--- config.mk ---
export PLATFORM = sky130hd
export DESIGN_NAME = msw_unit
export DESIGN_NICKNAME = d
export VERILOG_FILES = /design/src/rtl/msw_pkg.sv /design/src/rtl/msw_ctrl.sv /design/src/rtl/msw_data.sv /design/src/rtl/msw_unit.sv
export SDC_FILE = /design/constraint.sdc
export NUM_CORES = 1
export LEC_CHECK = 0
export ABC_AREA = 1
export ABC_CLOCK_PERIOD_IN_PS = 920
export BUFFER_PORTS_ARGS = -buffer_cell sky130_fd_sc_hd__buf_2
export CAP_MARGIN = 0
export CORE_MARGIN = 2
export CORE_UTILIZATION = 42
export CTS_CLUSTER_SIZE = 8
export DETAILED_ROUTE_END_ITERATION = 8
export PLACE_DENSITY = 0.76
export SLEW_MARGIN = 10
export SYNTH_ARGS = -nofsm -noshare
export SYNTH_HDL_FRONTEND = slang
export SYNTH_HIERARCHICAL = 1
export SYNTH_SLANG_ARGS = --single-unit
--- constraint.sdc ---
create_clock -name clk -period 0.92 [get_ports clk]
set_input_delay 0.138 -clock clk [delete_from_list [all_inputs] [get_ports clk]]
set_output_delay 0.138 -clock clk [all_outputs]
set_load 0.005 [all_outputs]
--- src/rtl/msw_pkg.sv ---
package msw_pkg;
  localparam int WordW = 16;
  localparam int VecW = 8;
  localparam int PeBit = 0;
  localparam int MpBit = 1;
  localparam int EmBit = 2;
  localparam int TsBit = 3;
  localparam logic [VecW-1:0] CpVec = 8'd7;
  localparam logic [VecW-1:0] GpVec = 8'd13;

  typedef enum logic [2:0] {
    OpOther = 3'd0,
    OpLoad  = 3'd1,
    OpStore = 3'd2,
    OpClrTs = 3'd3,
    OpEsc   = 3'd4,
    OpWait  = 3'd5
  } opClassT;

  typedef struct packed {
    logic loadEn;
    logic clrTs;
    logic setTs;
  } wordStrobeT;
endpackage

--- src/rtl/msw_ctrl.sv ---
module msw_ctrl
  import msw_pkg::*;
(
  input  logic             clk,
  input  logic             rstN,
  input  logic             opValid,
  input  logic [2:0]       opClass,
  input  logic [1:0]       cpl,
  input  logic             protMode,
  input  logic             taskSwitch,
  input  logic             mpFlag,
  input  logic             emFlag,
  input  logic             tsFlag,
  output wordStrobeT       strobes,
  output logic             gpFault,
  output logic             cpFault,
  output logic [VecW-1:0]  excVector
);
  logic isLoad, isClr, isEsc, isWait;
  logic loadPriv, clrPriv, gpNext, cpNext;

  always_comb begin
    isLoad   = opValid && (opClass == OpLoad);
    isClr    = opValid && (opClass == OpClrTs);
    isEsc    = opValid && (opClass == OpEsc);
    isWait   = opValid && (opClass == OpWait);
    loadPriv = !protMode || (cpl == 2'd0);
    clrPriv  = (cpl == 2'd0);
    strobes.loadEn = isLoad && loadPriv;
    strobes.clrTs  = isClr && clrPriv;
    strobes.setTs  = taskSwitch;
    gpNext = (isLoad && !loadPriv) || (isClr && !clrPriv);
    cpNext = (isEsc && (emFlag || tsFlag)) || (isWait && mpFlag && tsFlag);
  end

  always_ff @(posedge clk or negedge rstN) begin
    if (!rstN) begin
      gpFault   <= 1'b0;
      cpFault   <= 1'b0;
      excVector <= '0;
    end else begin
      gpFault   <= gpNext;
      cpFault   <= cpNext;
      excVector <= gpNext ? GpVec : (cpNext ? CpVec : '0);
    end
  end


  fault_excl_chk: assert property (@(posedge clk) disable iff (!rstN)
    !(gpFault && cpFault));

  esc_trap_chk: assert property (@(posedge clk) disable iff (!rstN)
    (opValid && opClass == OpEsc && (emFlag || tsFlag)) |=> (cpFault && excVector == CpVec));

  wait_trap_chk: assert property (@(posedge clk) disable iff (!rstN)
    (opValid && opClass == OpWait && !(mpFlag && tsFlag)) |=> !cpFault);

  idle_vec_chk: assert property (@(posedge clk) disable iff (!rstN)
    (!gpFault && !cpFault) |-> (excVector == '0));
endmodule

--- src/rtl/msw_data.sv ---
module msw_data
  import msw_pkg::*;
(
  input  logic             clk,
  input  logic             rstN,
  input  wordStrobeT       strobes,
  input  logic [WordW-1:0] loadData,
  output logic [WordW-1:0] word
);
  logic [WordW-1:0] nextWord;

  always_comb begin
    nextWord = word;
    if (strobes.loadEn) begin
      nextWord = loadData;
      nextWord[PeBit] = loadData[PeBit] | word[PeBit];
    end
    if (strobes.clrTs) nextWord[TsBit] = 1'b0;
    if (strobes.setTs) nextWord[TsBit] = 1'b1;
  end

  always_ff @(posedge clk or negedge rstN) begin
    if (!rstN) word <= '0;
    else       word <= nextWord;
  end


  pe_sticky_chk: assert property (@(posedge clk) disable iff (!rstN)
    word[PeBit] |=> word[PeBit]);

  ts_set_chk: assert property (@(posedge clk) disable iff (!rstN)
    strobes.setTs |=> word[TsBit]);

  hold_chk: assert property (@(posedge clk) disable iff (!rstN)
    (!strobes.loadEn && !strobes.clrTs && !strobes.setTs) |=> $stable(word));
endmodule

--- src/rtl/msw_unit.sv ---
module msw_unit
  import msw_pkg::*;
(
  input  logic        clk,
  input  logic        rstN,
  input  logic        opValid,
  input  logic [2:0]  opClass,
  input  logic [1:0]  cpl,
  input  logic        protMode,
  input  logic        taskSwitch,
  input  logic [15:0] loadData,
  output logic [15:0] statusWord,
  output logic        gpFault,
  output logic        cpFault,
  output logic [7:0]  excVector
);
  wordStrobeT strobes;
  logic [WordW-1:0] word;

  msw_ctrl ctrl (
    .clk(clk), .rstN(rstN), .opValid(opValid), .opClass(opClass),
    .cpl(cpl), .protMode(protMode), .taskSwitch(taskSwitch),
    .mpFlag(word[MpBit]), .emFlag(word[EmBit]), .tsFlag(word[TsBit]),
    .strobes(strobes), .gpFault(gpFault), .cpFault(cpFault),
    .excVector(excVector)
  );

  msw_data data (
    .clk(clk), .rstN(rstN), .strobes(strobes),
    .loadData(loadData), .word(word)
  );

  assign statusWord = word;
endmodule

After elaboration in Yosys (flattened, before gate mapping)
Cells that the tools add are included.
- flip-flop bits (word level): 26
- logic and storage cells: 35
- input port bits: 26
- output and inout port bits: 26
- reductions and logical operators: 20
- muxes and demuxes: 5
- eq/ne operators: 4
- bitwise logic cells: 1
- operator list (operator ; count):
    logical AND 1 bit ; 11
    two-way mux 8 bit ; 1
    equality test 3 bit (second input constant) ; 2
    logical OR 1 bit ; 4
    two-way mux 4 bit ; 1
    equality test 3 x 1 -> 1 bit (second input constant) ; 1
    equality test 3 x 2 -> 1 bit (second input constant) ; 1
    zero test 1 bit ; 3
    two-way mux 3 bit ; 1
    nonzero test 3 bit ; 1
    zero test 2 bit ; 1
    two-way mux 1 bit ; 2
    OR 1 bit ; 1

Depth between registers and ports, before layout
Gate-level depths: netlist of run 1.
- depth after elaboration: 7
- depth in mapped cells: 8
- gate-level depth less buffers: 7

Modules after synthesis
Netlist of run 1, hierarchy kept.
- modules (own cells, without submodules) (module ; area each (sq um) ; instances ; sequential area each (sq um) ; cells an instance):
    msw_data ; 660.6 ; 1 ; 400.4 ; 71
    msw_ctrl ; 261.5 ; 1 ; 100.1 ; 38

Worst setup path before layout of run 1
No wires, ideal clock.
- path kind: in2reg
- from: input cpl[1]
- to: register data.word[1]
- path buffers: 2
- stages: 8
- library setup time: 0.117 ns
- arrival time: 0.893 ns
- slack: -0.090 ns
- data required time: 0.803 ns
- cells stage by stage: nor2_1 nor2_1 nor3_1 buf_6 inv_6 buf_12 nand2_1 nand2_1
- RTL lines (element ; line ; source):
    start: declaration ; msw_unit.sv:8 ; input logic [1:0] cpl,
    end signal: assignment ; msw_data.sv:24 ; else word <= nextWord;
    end: declaration ; msw_data.sv:8 ; output logic [WordW-1:0] word

Final worst setup path of run 1
- from: register data.word[3]
- to: output statusWord[3]
- RTL lines (element ; line ; source):
    end: declaration ; msw_unit.sv:12 ; output logic [15:0] statusWord,
No word-level cell between the ends.

==> results of run 1 <==
worst paths after layout:
check | end
setup / recovery | statusWord[3]
hold / removal | data/word[3]
setup reg to reg | ctrl/excVector[2]
hold reg to reg | data/word[5]
max in group asynchronous | data/word[1]
min in group asynchronous | data/word[2]
cell usage after synthesis:
master / instances / area (um^2)
nand2_2: 6 / 37.54
dfrtp_1: 20 / 500.5
buf_4: 7 / 52.55
a21o_1: 1 / 7.510
buf_12: 1 / 20.02
nor2_1: 7 / 26.28
conb_1: 1 / 3.750
nor3_1: 2 / 10.01
buf_6: 2 / 22.52
inv_6: 1 / 8.760
nand2_1: 47 / 176.4
nand3_1: 3 / 15.01
inv_1: 11 / 41.29
metal layers:
layer  share of wire  vias to the layer above  GRT usage
li1                -                      444          -
met1            0.43                      375     0.2237
met2            0.49                       31     0.2873
met3           0.076                        2    0.03509
met4          0.0076                        0    0.08108
met5               0                        -          0
metrics by stage:
stage	instance area, um^2	power, mW	std cells
finish	1375	2.283	205
global route	1375	2.465	205
CTS	1321	2.218	199
detailed placement	1195	1.592	184
global placement	1195	1.574	184
floorplan	948.4	1.337	112
cell usage in the layout, fill, tap and decap left out:
cell and count:
nand2_1 47, buf_2 47, buf_4 22, dfrtp_1 20
inv_1 9, nand2_2 6, nor2_1 5, conb_1 4
clkbuf_4 3, nand3_2 2, inv_2 2, clkbuf_8 1
nor2_4 1, nor2_2 1, nor3_2 1, nor3_1 1
inv_6 1, a21o_1 1, nand3_1 1, buf_12 1
dlygate4sd3_1 1, buf_6 1
registers in the layout, summed over array words and instances, names as in the netlist:
| signal | count |
|---|---|
| data/word | 16 |
| ctrl/cpFault | 1 |
| ctrl/excVector | 3 |
logic make-up after synthesis:
group | after synthesis | share of synthesized area
and+or+nand+nor | 65 | 0.2877
buffers and inverters | 22 | 0.1574
DFF | 20 | 0.5427
AOI/OAI and AO/OA | 1 | 0.008144
other | 1 | 0.004067
area by class of cell:
class	count	area (um^2)
fillers	175	646.9
flip-flops and latches	20	500.5
repair buffers	72	441.7
multi-input cells	70	312.8
inverters	12	50.05
clock buffers	4	36.28
well taps	27	33.78
timing repair:
action	in CTS	in global routing
endpoints found under the setup margin	21	25
setup buffers	10	6
hold endpoints to repair	20	0
hold buffers	1	0
gates resized for setup	1	4
pin swaps	0	1
power by group:
group	total (mW)	leakage [nW]	internal [mW]	switching, mW
clock	0.485	0.0210	0.241	0.244
sequential	1.10	0.252	1.03	0.0742
combinational	0.698	0.586	0.422	0.276
total	2.28	0.858	1.69	0.594
==> metrics, run 1 <==
CTS tree built; WL/cell 9.624 um; Distinct cells, synth 13; post-detail-place hpwl 1432 um; H-tree level count 1; worst vdd ir 0.9548 mV; first-pass GRT wire length 3401 um; Levels on crit path 1; Root Buffer clkbuf_4; Mapped Area 922.1 um^2; Area Growth Syn to Fin 49.12%; vias in the first global route 801; number of max-cap violations 0; die height 50.86 um; RSZ-0062 raised after global routing yes; Tot GR Track Use 0.1754; Residual DRC 0; Worst EP arrival 860 ps; Fin. Hold Viols 0; Final period util 1.089; Crit Path Category flop to primary output; slowest cell on the critical path dfrtp_1; Synth Instances 109; initial antenna violation count 0; Worst Skew 3.311 ps; mean number of vias per cell 4.156; setup total negative slack -503.9 ps; CTS Buffer Depth 2; Setup WS pre-CTS -143.5 ps; Max Clock Freq 0.9978 GHz; CP bufs+invs 1; failing checks setup timing; WHS Path Cells 3; Pleak 0.8585 nW; TritonCTS Buffers 3; total number of vias 852; Routed Antenna Nets 0; worst-case reg-to-reg path depth 5; CP cell instances buf_2; # clock sinks 20; 1st-pass router iterations 3; Worst Hold Launch taskSwitch; crit path from data/word[3]; FP Rows 16; Initial Util 0.4561; data required time at the worst endpoint 780 ps; Power per Cell Area 1660 mW/mm^2; sequential-to-total area share from yosys stat 0.5427; hold crit path type input port to flop; Critical Path Start Type flop; NumNets Final 205; DR iter-0 viols 6; Antenna diodes 0; DIE AREA 0.002586 mm^2; Final WS setup -82.18 ps; Max Transition Viols Final 0; die width 50.86 um; reg2reg setup slack 20 ps; CP top delay family flip-flops; crit path capture type primary output; Clk Latency, worst-skew pair 290 ps; Avg Cell Area, Syn 8.460 um^2; largest stage delay on the critical path 430 ps; Yosys warnings 6; layout cells sized above 1 0.5000; final setup vio count 20; # IOs 52; Clk pin slew, worst setup/hold paths 110 ps; RD Place Congestion 0.6871; status finished, violations left; R2R Path Start data/word[1]; Core Util, Final 0.6801; Hold WS 32.73 ps; Crit Path Max Fanout 4; Port Buffers 47; Core ar. 0.002022 mm^2; fin crit period 1002 ps; grt ovf 0; #FFs+latches synth 20; WL final 1973 um; largest net degree at the start of global routing 21
(Power assumes the default switching activity.)
==> run 2: changes to the inputs <==
--- a/config.mk
+++ b/config.mk
@@ -13,3 +13,3 @@
 export CORE_UTILIZATION = 42
-export CTS_CLUSTER_SIZE = 8
+export CTS_CLUSTER_DIAMETER = 30
 export DETAILED_ROUTE_END_ITERATION = 8
==> constraint.sdc (replaced) <==
create_clock -name clk -period 0.92 [get_ports clk]
set_input_delay 0.046 -clock clk [delete_from_list [all_inputs] [get_ports clk]]
set_output_delay 0.046 -clock clk [all_outputs]
set_load 0.005 [all_outputs]
==> metrics, run 2 (synthesized netlist as in run 1, its figures left out) <==
die width 50.86 um (unchanged); Port Buffers 47 (unchanged); Residual DRC 0 (unchanged); DP Area 0.001162 mm^2 (-2.7%); Critical Path Start Type flop; CP cell instances buf_2; Pleak 0.8289 nW (-3.4%); DIE AREA 0.002586 mm^2 (unchanged); Max Transition Viols Final 0 (unchanged); # IOs 52 (unchanged); register share of total power 0.551 (+0.069); Tot GR Track Use 0.1737 (-0.001674); first-pass GRT wire length 3401 um (unchanged); Levels on crit path 1 (unchanged); die height 50.86 um (unchanged); Clk Latency, worst-skew pair 280 ps (about the same); crit path from data/word[3]; slowest cell on the critical path dfrtp_1; CTS tree built; Initial Util 0.4561 (unchanged); NetSw 0.5518 mW (-7.1%); CTS resizes 0 (-1); RSZ-0062 raised after global routing yes; WL final 2016 um (+2.2%); NumNets Final 204 (-0.49%); data required time at the worst endpoint 870 ps (+90 ps); R2R Path Start data/word[3]; Area Growth Syn to Fin 48.57%; Core ar. 0.002022 mm^2 (unchanged); Final WS setup 13.00 ps (+95.18 ps); most frequent cells in the layout 47 x nand2_1, 47 x buf_2, 20 x dfrtp_1; largest registers data/word: 16 flops, ctrl/excVector: 3 flops, ctrl/cpFault: 1 flops; CP bufs+invs 1 (unchanged); grt ovf 0 (unchanged); RD Place Congestion 0.7413 (+7.9%); crit path capture type primary output; DR iter-0 viols 8 (+2); worst vdd ir 0.8643 mV (-9.5%); CTS Buffer Depth 2 (unchanged); worst-case reg-to-reg path depth 4 (-1); Reg-to-Reg End ctrl/excVector[2]; final total power 2.026 mW (-11%); WL/cell 9.931 um (+3.2%); Antenna diodes 0 (unchanged); 1st-pass router iterations 4 (+1); Max Clock Freq 1.103 GHz (+10%); Setup WS pre-CTS -55.82 ps (+87.71 ps); CP top delay family flip-flops; # clock sinks 20 (unchanged); H-tree level count 1 (unchanged); clock power share 0.191 (-0.021); hold crit path type input port to flop; P_int 1.475 mW (-13%); post-detail-place hpwl 1394 um (-2.7%); Worst EP arrival 860 ps (about the same); number of max-cap violations 0 (unchanged); reg2reg setup slack 30 ps (about the same); largest stage delay on the critical path 430 ps (about the same); total number of vias 858 (+0.70%); Comb power frac 0.258 (-0.048); mean number of vias per cell 4.227 (+1.7%); Fillers 175 (unchanged); Crit Path Max Fanout 4 (unchanged); fin crit period 907.0 ps (-95.18 ps); Fin. Hold Viols 0 (unchanged); largest net degree at the start of global routing 21 (unchanged); Routed Antenna Nets 0 (unchanged); WHS Path Cells 5 (+2); switching share of power 0.2723 (+0.01211); final setup vio count 0 (-100%); Final period util 0.9859 (-0.1035); status finished clean; max reg flops 16 (unchanged); TritonCTS Buffers 3 (unchanged); Worst Skew 3.249 ps (-0.06112 ps); Largest Register data/word; worst setup path end statusWord[3]; vias in the first global route 817 (+2.0%); Final Cell Area 0.001370 mm^2 (-0.36%); initial antenna violation count 0 (unchanged); setup total negative slack 0 ps (+503.9 ps); Power per Cell Area 1479 mW/mm^2 (-11%); Root Buffer clkbuf_4; layout cells sized above 1 0.3693 (-0.1307); Crit Path Category flop to primary output; FP Rows 16 (unchanged); Clk pin slew, worst setup/hold paths 100 ps (about the same)
[run 2: through the flow]
stage | hold slack (ps) | utilization | cells
global route | 75.20 | 0.6776 | 203
finish | 73.97 | 0.6776 | 203
global placement | 7.701 | 0.5749 | 181
floorplan | -249.6 | - | 112
detailed placement | 17.28 | 0.5749 | 181
CTS | 64.16 | 0.6702 | 201
[run 2: per-layer routing]
metal,up-vias,wire (um),global-route usage,share of wire
met4,0,0,0.04054,0
met5,-,0,0,0
met2,36,1014,0.3070,0.50
met3,0,105,0.02632,0.052
met1,373,896,0.2246,0.44
li1,449,-,-,-
[run 2: worst min path at each step]
stage	from	to	slack, ps
final	loadData[3]	data/word[3]	70
after global placement	rstN	ctrl/excVector[2]	8
after CTS	loadData[3]	data/word[3]	60
after detailed placement	rstN	ctrl/excVector[2]	20
after global routing	loadData[3]	data/word[3]	80
after floorplan	rstN	ctrl/cpFault	-250
[run 2: what timing repair did]
item                                   4_1_cts  5_1_grt
buffers inserted                             0        2
setup endpoints to repair                    0        6
endpoints found under the hold margin       36        0
hold buffers                                17        0
[run 2: area by class of cell]
class                      count  area [um^2]  area share
clock buffer                   3        22.52     0.01644
inverter                      12        50.05     0.03653
multi-input combinational     70        292.8      0.2137
sequential                    20        500.5      0.3653
tap                           27        33.78     0.02466
timing repair buffer          71        470.5      0.3434
[run 2: tightest hold or removal path, cell delays in order]
cell and delay (ps):
buf_2 70, inv_1 30, nand2_1 40, nand3_1 70, nand2_1 70
[run 2: power by group through the flow]
stage / Combinational (mW) / Sequential, mW / Clock, mW
after CTS: 0.496 / 1.12 / 0.413
after detailed placement: 0.440 / 1.13 / 0
after global placement: 0.430 / 1.13 / 0
after floorplan: 0.187 / 1.15 / 0
final: 0.523 / 1.12 / 0.387
after global routing: 0.593 / 1.14 / 0.462
